<file path="src/rtl/vint_pkg.sv">
package vint_pkg;
  typedef enum logic [1:0] {
    PUSH_IDLE = 2'b00,
    PUSH_PSW  = 2'b01,
    PUSH_PC   = 2'b10
  } push_e;

  typedef enum logic [1:0] {
    FLD_REQ  = 2'd0,
    FLD_MASK = 2'd1,
    FLD_PRIO = 2'd2
  } fld_e;

  typedef struct packed {
    logic ie;
    logic isp;
  } ctx_t;
endpackage

</file>
<file path="src/rtl/vint_flags.sv">
module vint_flags #(
  parameter int N_SRC = 16,
  parameter int IDX_W = 4
) (
  input  logic             clk,
  input  logic             rst,
  input  logic [N_SRC-1:0] hw_req,
  input  logic             sw_we,
  input  logic [1:0]       sw_fld,
  input  logic [IDX_W-1:0] sw_idx,
  input  logic             sw_val,
  input  logic             clr_en,
  input  logic [IDX_W-1:0] clr_idx,
  output logic [N_SRC-1:0] req,
  output logic [N_SRC-1:0] mask,
  output logic [N_SRC-1:0] prio
);
  import vint_pkg::*;

  for (genvar i = 0; i < N_SRC; i++) begin : g_src
    logic hit;
    assign hit = sw_we && (sw_idx == IDX_W'(i));

    always_ff @(posedge clk) begin
      if (rst) begin
        req[i]  <= 1'b0;
        mask[i] <= 1'b1;
        prio[i] <= 1'b1;
      end else begin
        // hardware set > software write > acknowledge clear
        if (hw_req[i])
          req[i] <= 1'b1;
        else if (hit && sw_fld == FLD_REQ)
          req[i] <= sw_val;
        else if (clr_en && clr_idx == IDX_W'(i))
          req[i] <= 1'b0;
        if (hit && sw_fld == FLD_MASK) mask[i] <= sw_val;
        if (hit && sw_fld == FLD_PRIO) prio[i] <= sw_val;
      end
    end
  end
endmodule

</file>
<file path="src/rtl/vint_pick.sv">
module vint_pick #(
  parameter int N_SRC = 16,
  parameter int IDX_W = 4
) (
  input  logic [N_SRC-1:0] req,
  input  logic [N_SRC-1:0] mask,
  input  logic [N_SRC-1:0] prio,
  input  logic             isp,
  output logic             any,
  output logic [IDX_W-1:0] idx,
  output logic             lvl
);
  logic [N_SRC-1:0] hi_e, lo_e;

  for (genvar i = 0; i < N_SRC; i++) begin : g_elig
    assign hi_e[i] = req[i] & ~mask[i] & ~prio[i];
    assign lo_e[i] = req[i] & ~mask[i] &  prio[i] & isp;
  end

  logic [IDX_W-1:0] hi_idx, lo_idx;

  always_comb begin
    hi_idx = '0;
    lo_idx = '0;
    for (int i = N_SRC - 1; i >= 0; i--) begin
      if (hi_e[i]) hi_idx = IDX_W'(i);
      if (lo_e[i]) lo_idx = IDX_W'(i);
    end
  end

  assign any = (|hi_e) | (|lo_e);
  assign lvl = ~(|hi_e);
  assign idx = lvl ? lo_idx : hi_idx;
endmodule

</file>
<file path="src/rtl/vint_wait.sv">
module vint_wait #(
  parameter int IDX_W  = 4,
  parameter int LAT_HI = 7,
  parameter int LAT_LO = 8
) (
  input  logic             clk,
  input  logic             rst,
  input  logic             ok,
  input  logic [IDX_W-1:0] idx,
  input  logic             lvl,
  output logic             ripe
);
  localparam int CW = $clog2(LAT_LO + 1);
  localparam logic [CW-1:0] MAXC  = CW'(LAT_LO);
  localparam logic [CW-1:0] NEEDH = CW'(LAT_HI - 1);
  localparam logic [CW-1:0] NEEDL = CW'(LAT_LO - 1);

  logic [CW-1:0]    cnt;
  logic             trk_v;
  logic [IDX_W-1:0] trk_idx;
  logic             same;
  logic [CW-1:0]    ec;

  assign same = trk_v && (trk_idx == idx);
  assign ec   = same ? cnt : '0;
  assign ripe = ok && (ec >= (lvl ? NEEDL : NEEDH));

  always_ff @(posedge clk) begin
    if (rst) begin
      trk_v   <= 1'b0;
      trk_idx <= '0;
      cnt     <= '0;
    end else if (!ok) begin
      trk_v <= 1'b0;
      cnt   <= '0;
    end else if (same) begin
      if (cnt != MAXC) cnt <= cnt + 1'b1;
    end else begin
      trk_v   <= 1'b1;
      trk_idx <= idx;
      cnt     <= CW'(1);
    end
  end
endmodule

</file>
<file path="src/rtl/vint_ctx.sv">
module vint_ctx #(
  parameter int STK_D = 4
) (
  input  logic clk,
  input  logic rst,
  input  logic fire,
  input  logic fire_lvl,
  input  logic reti,
  input  logic ei,
  input  logic di,
  output logic ie,
  output logic isp
);
  import vint_pkg::*;
  localparam int PW = (STK_D > 1) ? $clog2(STK_D) : 1;

  ctx_t          stk [STK_D];
  logic [PW:0]   ptr;
  logic [PW-1:0] wr_i, rd_i;
  logic          full, empty;

  assign full  = (ptr == (PW+1)'(STK_D));
  assign empty = (ptr == '0);
  assign wr_i  = ptr[PW-1:0];
  assign rd_i  = PW'(ptr - 1'b1);

  always_ff @(posedge clk) begin
    if (fire && !reti && !full) stk[wr_i] <= '{ie: ie, isp: isp};
  end

  always_ff @(posedge clk) begin
    if (rst) begin
      ie  <= 1'b0;
      isp <= 1'b1;
      ptr <= '0;
    end else if (reti) begin
      if (!empty) begin
        ie  <= stk[rd_i].ie;
        isp <= stk[rd_i].isp;
        ptr <= ptr - 1'b1;
      end
    end else if (fire) begin
      if (!full) ptr <= ptr + 1'b1;
      ie  <= 1'b0;
      isp <= fire_lvl;
    end else if (ei) begin
      ie <= 1'b1;
    end else if (di) begin
      ie <= 1'b0;
    end
  end
endmodule

</file>
<file path="src/rtl/vint_arbiter.sv">
module vint_arbiter #(
  parameter int          N_SRC    = 16,
  parameter int          VEC_W    = 16,
  parameter logic [15:0] VEC_BASE = 16'h0004,
  parameter int          LAT_HI   = 7,
  parameter int          LAT_LO   = 8,
  parameter int          STK_D    = 4
) (
  input  logic                       clk,
  input  logic                       rst,
  input  logic [N_SRC-1:0]           hw_req,
  input  logic                       sw_we,
  input  logic [1:0]                 sw_fld,
  input  logic [$clog2(N_SRC)-1:0]   sw_idx,
  input  logic                       sw_val,
  input  logic                       ei_stb,
  input  logic                       di_stb,
  input  logic                       reti_stb,
  input  logic                       insn_bnd,
  input  logic                       div_busy,
  input  logic                       nmi_busy,
  output logic                       ack_o,
  output logic [VEC_W-1:0]           vec_o,
  output logic [1:0]                 push_o,
  output logic                       ie_o,
  output logic                       isp_o,
  output logic [N_SRC-1:0]           req_o
);
  import vint_pkg::*;
  localparam int IDX_W = $clog2(N_SRC);

  logic [N_SRC-1:0] req, mask, prio;
  logic             any, lvl, ripe, ok, fire, ie, isp;
  logic [IDX_W-1:0] idx;
  push_e            push_q;

  assign ok   = any && ie && !nmi_busy;
  assign fire = ok && ripe && insn_bnd && !div_busy && !reti_stb;

  vint_flags #(.N_SRC(N_SRC), .IDX_W(IDX_W)) u_flags (
    .clk(clk), .rst(rst), .hw_req(hw_req),
    .sw_we(sw_we), .sw_fld(sw_fld), .sw_idx(sw_idx), .sw_val(sw_val),
    .clr_en(fire), .clr_idx(idx),
    .req(req), .mask(mask), .prio(prio)
  );

  vint_pick #(.N_SRC(N_SRC), .IDX_W(IDX_W)) u_pick (
    .req(req), .mask(mask), .prio(prio), .isp(isp),
    .any(any), .idx(idx), .lvl(lvl)
  );

  vint_wait #(.IDX_W(IDX_W), .LAT_HI(LAT_HI), .LAT_LO(LAT_LO)) u_wait (
    .clk(clk), .rst(rst), .ok(ok), .idx(idx), .lvl(lvl), .ripe(ripe)
  );

  vint_ctx #(.STK_D(STK_D)) u_ctx (
    .clk(clk), .rst(rst), .fire(fire), .fire_lvl(lvl), .reti(reti_stb),
    .ei(ei_stb), .di(di_stb), .ie(ie), .isp(isp)
  );

  always_ff @(posedge clk) begin
    if (rst) begin
      ack_o  <= 1'b0;
      vec_o  <= '0;
      push_q <= PUSH_IDLE;
    end else begin
      ack_o <= fire;
      if (fire) vec_o <= VEC_W'(VEC_BASE) + (VEC_W'(idx) << 1);
      if (fire)                    push_q <= PUSH_PSW;
      else if (push_q == PUSH_PSW) push_q <= PUSH_PC;
      else                         push_q <= PUSH_IDLE;
    end
  end

  assign push_o = push_q;
  assign ie_o   = ie;
  assign isp_o  = isp;
  assign req_o  = req;
endmodule

</file>
<file path="config.mk">
export PLATFORM = sky130hd
export DESIGN_NAME = vint_arbiter
export DESIGN_NICKNAME = d
export VERILOG_FILES = /design/src/rtl/vint_pkg.sv /design/src/rtl/vint_flags.sv /design/src/rtl/vint_pick.sv /design/src/rtl/vint_wait.sv /design/src/rtl/vint_ctx.sv /design/src/rtl/vint_arbiter.sv
export SDC_FILE = /design/constraint.sdc
export NUM_CORES = 1
export LEC_CHECK = 0
export ABC_AREA = 1
export CAP_MARGIN = 20
export CORE_MARGIN = 2
export CORE_UTILIZATION = 54
export CTS_BUF_LIST = sky130_fd_sc_hd__clkbuf_2 sky130_fd_sc_hd__clkbuf_4 sky130_fd_sc_hd__clkbuf_8
export DETAILED_ROUTE_END_ITERATION = 6
export PLACE_DENSITY = 0.8
export SETUP_SLACK_MARGIN = 0.1
export SLEW_MARGIN = 20
export SYNTH_ARGS = -nofsm -noshare
export SYNTH_HDL_FRONTEND = slang
export SYNTH_HIERARCHICAL = 1
export SYNTH_SLANG_ARGS = --single-unit
</file>
<file path="constraint.sdc">
create_clock -name clk -period 6.4 [get_ports clk]
set_input_delay 0.64 -clock clk [delete_from_list [all_inputs] [get_ports clk]]
set_output_delay 0.64 -clock clk [all_outputs]
set_load 0.1 [all_outputs]
</file>
# ---- Word-level counts from Yosys, hierarchy flattened
# Memory sizes are Yosys's and may differ from the RTL's.
# Index checks and enable logic that the tools add are counted.
dict set report totals {
  ff_bits 81
  latchBits 0
  ram_bits 8
  mem_bits_ro 0
  in_bits 32
  output_inout_bits 37
  elab_cells 430
  memories 1
}
dict set report classes {
  add_sub_neg 4
  mul 0
  div_mod_pow 0
  magnitude_cmp 1
  eq_ne 39
  shift 0
  mux 101
  bitwise 100
  reduce_logical 125
}
# name words width rd rd_clocked_by_memory_dff wr line
set memory_table {}
lappend memory_table {u_ctx.stk 4 2 1 0 1 vint_ctx.sv:17} ;# ctx_t stk [STK_D];
# cell n
set ops {}
lappend ops {{$mux 4} 34}
lappend ops {{$logic_and 1x1->1} 90}
lappend ops {{$and 1x1->1} 64}
lappend ops {{$eq 4x4->1 const B} 16}
lappend ops {{$mux 1} 62}
lappend ops {{$reduce_bool 3->1} 16}
lappend ops {{$not 1->1} 35}
lappend ops {{$eq 4x3->1 const B} 8}
lappend ops {{$reduce_or 16->1} 2}
lappend ops {{$eq 4x2->1 const B} 4}
lappend ops {{$mux 3} 4}
lappend ops {{$eq 4x1->1 const B} 2}
lappend ops {{$logic_not 4->1} 2}
lappend ops {{$add 3x5->6 const A} 1}
lappend ops {{$ne 2x2->1 const B} 3}
lappend ops {{$reduce_and 2->1} 3}
lappend ops {{$add 4x1->4 const B} 1}
lappend ops {{$eq 2x1->1 const B} 2}
lappend ops {{$eq 4x4->1} 1}
lappend ops {{$ge 4x4->1} 1}
lappend ops {{$logic_not 1->1} 4}
lappend ops {{$ne 4x4->1 const B} 1}
lappend ops {{$reduce_bool 4->1} 1}
lappend ops {{$reduce_or 2->1} 2}
lappend ops {{other kinds (11)} 11}

# ---- Depth between registers and ports, before layout
dict set report depth {
  word_depth 34
  mapped_depth 41
  mapped_depth_nobuf 39
}

# ---- Hierarchy
# The synthesis kept the hierarchy.
# mod instances cells_each area_each_um2 seq_area_each_um2
set modules_own_cells {}
lappend modules_own_cells {vint_flags 1 373 2542.4 960.9}
lappend modules_own_cells {vint_ctx 1 96 758.2 340.3}
lappend modules_own_cells {vint_pick 1 169 723.2 0.0}
lappend modules_own_cells {vint_wait 1 76 546.8 180.2}
lappend modules_own_cells {vint_arbiter 1 60 440.4 140.1}

# ---- Least setup slack after synthesis
# OpenSTA, ideal clock, no wires.
dict set report synth_timing {
  path_kind {register to register}
  startpoint {register u_ctx.isp}
  endpoint {register u_flags.req[4]}
  setup_time_ps 128
  arrival_ps 4691
  t_required_ps 6272
  path_slack_ps 1581
  path_stages_with_launch 32
  n_path_buf 2
  period_less_slack_ps 4819
  cell_sequence {dfxtp_1 > buf_6 > nand2_2 > o21ai_0 > nand2_1 > nand2_1 > nand2_1 > nand2_1 > a21oi_1 > o32ai_1 > inv_1 > nand2_1 > o21ai_0 > inv_2 > nand4_1 > ha_1 > inv_1 > nand2_1 > a31oi_1 > nor3_1 > nand2_1 > nor2_4 > nand2_4 > inv_1 > buf_2 > nand2_1 > nor2_1 > nand2_1 > nand2_1 > nor2_1 > nor2_1 > nor2_1}
}
dict set report synth_between {
  elab_chain_len 29
  word_cells_on_any_way 49
  cone_classes {1 x order compare; 2 x eq/ne; 18 x mux; 17 x bitwise; 11 x reduce/logical}
}
# element line
set synth_rtl {}
lappend synth_rtl {{start, declared} vint_ctx.sv:12} ;# output logic isp
lappend synth_rtl {{start signal, assigned} vint_ctx.sv:39} ;# isp <= stk[rd_i].isp;
lappend synth_rtl {{start signal, assigned} vint_ctx.sv:45} ;# isp <= fire_lvl;
lappend synth_rtl {{$and 1x1->1} vint_pick.sv:17} ;# assign lo_e[i] = req[i] & ~mask[i] & prio[i] & isp;
lappend synth_rtl {{$mux 4 (15 in a row)} vint_pick.sv:27} ;# if (lo_e[i]) lo_idx = IDX_W'(i);
lappend synth_rtl {{$mux 4 *} vint_pick.sv:27}
lappend synth_rtl {{$mux 4 *} vint_pick.sv:33} ;# assign idx = lvl ? lo_idx : hi_idx;
lappend synth_rtl {{net idx[1]} vint_arbiter.sv:34} ;# logic [IDX_W-1:0] idx;
lappend synth_rtl {{$eq 4x4->1 *} vint_wait.sv:24} ;# assign same = trk_v && (trk_idx == idx);
lappend synth_rtl {{$logic_and 1x1->1 *} vint_wait.sv:24}
lappend synth_rtl {{$mux 4 *} vint_wait.sv:25} ;# assign ec = same ? cnt : '0;
lappend synth_rtl {{$ge 4x4->1 *} vint_wait.sv:26} ;# assign ripe = ok && (ec >= (lvl ? NEEDL : NEEDH));
lappend synth_rtl {{$logic_and 1x1->1 *} vint_wait.sv:26}
lappend synth_rtl {{net ripe} vint_arbiter.sv:33} ;# logic any, lvl, ripe, ok, fire, ie, isp;
lappend synth_rtl {{$logic_and 1x1->1 * (4 in a row)} vint_arbiter.sv:38} ;# assign fire = ok && ripe && insn_bnd && !div_busy && !reti_stb;
lappend synth_rtl {{net fire} vint_arbiter.sv:33}
lappend synth_rtl {{$logic_and 1x1->1 *} vint_flags.sv:35} ;# else if (clr_en && clr_idx == IDX_W'(i))
lappend synth_rtl {{$reduce_bool 3->1 (no source line) *} n/a}
lappend synth_rtl {{end signal, assigned by index} vint_flags.sv:34} ;# req[i] <= sw_val;
lappend synth_rtl {{end, declared} vint_flags.sv:14} ;# output logic [N_SRC-1:0] req,
# Mark *: on every way through the listed nets, which the timed path passes. The rest lies on a longest branch.
# A chain may end at the register's enable or synchronous reset.

# ---- Final worst setup path
dict set report layout_timing {
  startpoint {register u_ctx.isp}
  endpoint {register u_flags.req[5]}
}
# The elaborated chain is that of the path after synthesis.

==> out/metrics.cfg <==
[floorplan]
die_area_um2 = 10100
row_count = 35
start_util = 0.550
core-area_um2 = 9110
dieHeight_um = 100
ios = 69
die_w_um = 100

[global_routing]
grt_overflow = 0
antenna_found_initial = 0
grtUsageTotal = 0.270
grt_pass1_wl_um = 21900
grt_max_degree = 49
grt_pass1_vias = 4612

[sta]
setup_viol = 0
fin_tns_setup_ns = 0
fmax_ghz = 0.210
rsz0062_at_grt = no
period_share = 0.744
min_period_ns = 4.76
timing.final.hold_violations = 0
skew_ns = 0.0160
tightest_slew_ns = 0.983
max_slew_margin = 0.343
drv_slew = 0

[place]
gp_congestion = 1.00
port_buffers = 57
hpwl_um = 9690
placed_area_um2 = 5520

[setup_path]
crit_start = u_ctx/isp
endpoint = u_flags/req[5]
crit_top_cell = nand2_1
worstReg2RegEnd = u_flags/req[5]
cp-end-kind = register
critPathMaxFanout = 24
path_class = register to register
reg2reg_depth = 29
ff2ff_setup_slack_ns = 1.64
cp.arrival_ns = 5.01
critPathLaunchType = register
max_stage_delay_ns = 0.85
rr_startpoint = u_ctx/isp
required_ns = 6.65
slowest_stage = dfxtp_1

[synthesis]
synthTopCellsByCount = 168 x nand2_1, 113 x inv_1, 102 x nor2_1
ys_top_cells_by_area = dfxtp_1 28%, nand2_1 13%, nand3_1 9.1%
syn-cell-area_um2 = 5010
syn_inst = 774
synth_top_area_share = 0.276
yosysMostFrequentCell = nand2_1
ys_seq_area_frac = 0.324
ys_ff_latch = 77
synth_edf_count = 8
synth-main-ff-cell = dfxtp_1
synth_top_cell_by_area = dfxtp_1
yosysWarnings = 6
synth_cell_types = 36
synth.avg_cell_area_um2 = 6.47
async_flop_share = 0

[clock_network]
cts_tree = built
worstSkewPairLatency_ns = 0.36
postCtsSetupRepairBufs = 0
hold_buffers = 0
cts_buffer_depth = 2
htree_levels = 3
clk_pin_slew_ns = 0.09
cts_made_buffers = 9
clock-root-buffer = clkbuf_8
ctsResizeCount = 0
cts.sink_count = 77

[drt]
ant_nets = 0
dr.pass1.iters = 5
post_drt_wl_per_cell_um = 14.1
viasPerCell = 5.40
vias = 5035
drcViolationCount = 0
wirelength_um = 13200
drt_iter0_markers = 409

[pwr]
power.density_nw_per_um2 = 202
leakage_nw = 2.61
vdd_ir_drop_max_mv = 0.122
power_mw = 1.15

[final_layout]
drive_above_1_share = 0.0767
ff_latch_area_um2 = 1620
diodes = 0
syn2layout_area_growth_pct = 14.2
multi_input_area_um2 = 2670
fill_cells = 884
nets = 858
design_area_um2 = 5720
utilization = 0.628

[worst_hold_path]
hold_path.class = register to register

[flow_run]
maxCapViolCount = 0

[run_status]
status = finished clean

[through the flow]
stage	hold WS [ns]	setup slack, ns	cells
3_3_place_gp	0.444	1.86	916
2_1_floorplan	0.433	1.58	784
3_5_place_dp	0.453	1.70	916
4_1_cts	0.468	1.66	932
6_report	0.466	1.64	932
5_1_grt	0.490	1.04	932
[cell type report]
type                    instances  share of cell area
well taps                     111              0.0243
clock inverters                 5              0.0103
multi-input cells             541               0.467
repair buffers                 63               0.108
flip-flops and latches         77               0.283
inverters                     124              0.0818
clock buffers                  11              0.0254
[cell families (layout without fill, tap and decap cells)]
| kind of cell | Yosys count | count (layout) | share of synthesized area |
|---|---|---|---|
| AO/OA/AOI/OAI | 66 | 66 | 0.0699 |
| XOR/XNOR | 3 | 3 | 0.00524 |
| adder cells (fa/ha/maj) | 10 | 10 | 0.0250 |
| buffers and inverters | 166 | 203 | 0.150 |
| flip-flops | 77 | 77 | 0.324 |
| other | 1 | 11 | 0.000748 |
| AND/OR/NAND/NOR | 451 | 451 | 0.425 |
[placed cells by master (no fill, tap or decap), types with 7 or more instances in the layout]
cell type and instances:
edfxtp_1 8, nor2_1 102, nor2_4 14, inv_1 113
clkbuf_8 10, o21ai_1 30, nand3_1 91, nand2_1 168
inv_2 8, o21ai_0 7, conb_1 11, a21oi_1 19
ha_1 10, clkdlybuf4s50_1 57, dfxtp_1 69, nand2_2 10
nand4_1 52
[layer usage]
layer / wire, µm / GRT usage / vias up
met3: 924 / 0.0348 / 30
li1: - / - / 2548
met4: 300 / 0.0991 / 0
met1: 5770 / 0.362 / 2224
met2: 6190 / 0.447 / 233
met5: 0 / 0 / -
[worst max-delay path: cells and delay by family (launching register included)]
kind	cells	cell delay, ns
buffers and inverters	5	0.81
adders and majority gates	1	0.29
AOI/OAI and AO/OA	3	0.44
DFF	1	0.85
and+or+nand+nor	20	2.27
[flip-flops by register name (all words and copies together) (netlist names)]
| signal | count |
|---|---|
| u_flags/mask | 16 |
| push_o | 1 |
| u_ctx/ie | 1 |
| u_ctx/stk | 8 |
| u_wait/trk_idx | 4 |
| u_flags/prio | 16 |
| u_wait/trk_v | 1 |
| ack_o | 1 |
| u_ctx/ptr | 3 |
| vec_o | 5 |
| u_ctx/isp | 1 |
| u_flags/req | 16 |
| u_wait/cnt | 4 |
[where the power goes]
group	leakage (nW)	total, mW	internal (mW)	switching (mW)
clock network	0.107	0.385	0.196	0.188
logic	1.86	0.251	0.0646	0.186
registers	0.635	0.519	0.501	0.0184
[how the worst min path moves through the flow]
stage	startpoint	to	slack [ns]	depth (start not counted)
3_5_place_dp	u_flags/mask[5]	u_flags/mask[5]	0.45	2
5_1_grt	ack_o	push_o[1]	0.49	2
3_3_place_gp	u_flags/mask[15]	u_flags/mask[15]	0.44	2
4_1_cts	ack_o	push_o[1]	0.47	2
2_1_floorplan	u_flags/mask[15]	u_flags/mask[15]	0.43	2
6_report	ack_o	push_o[1]	0.47	2
Note: power is estimated with default switching activity, not from simulation.
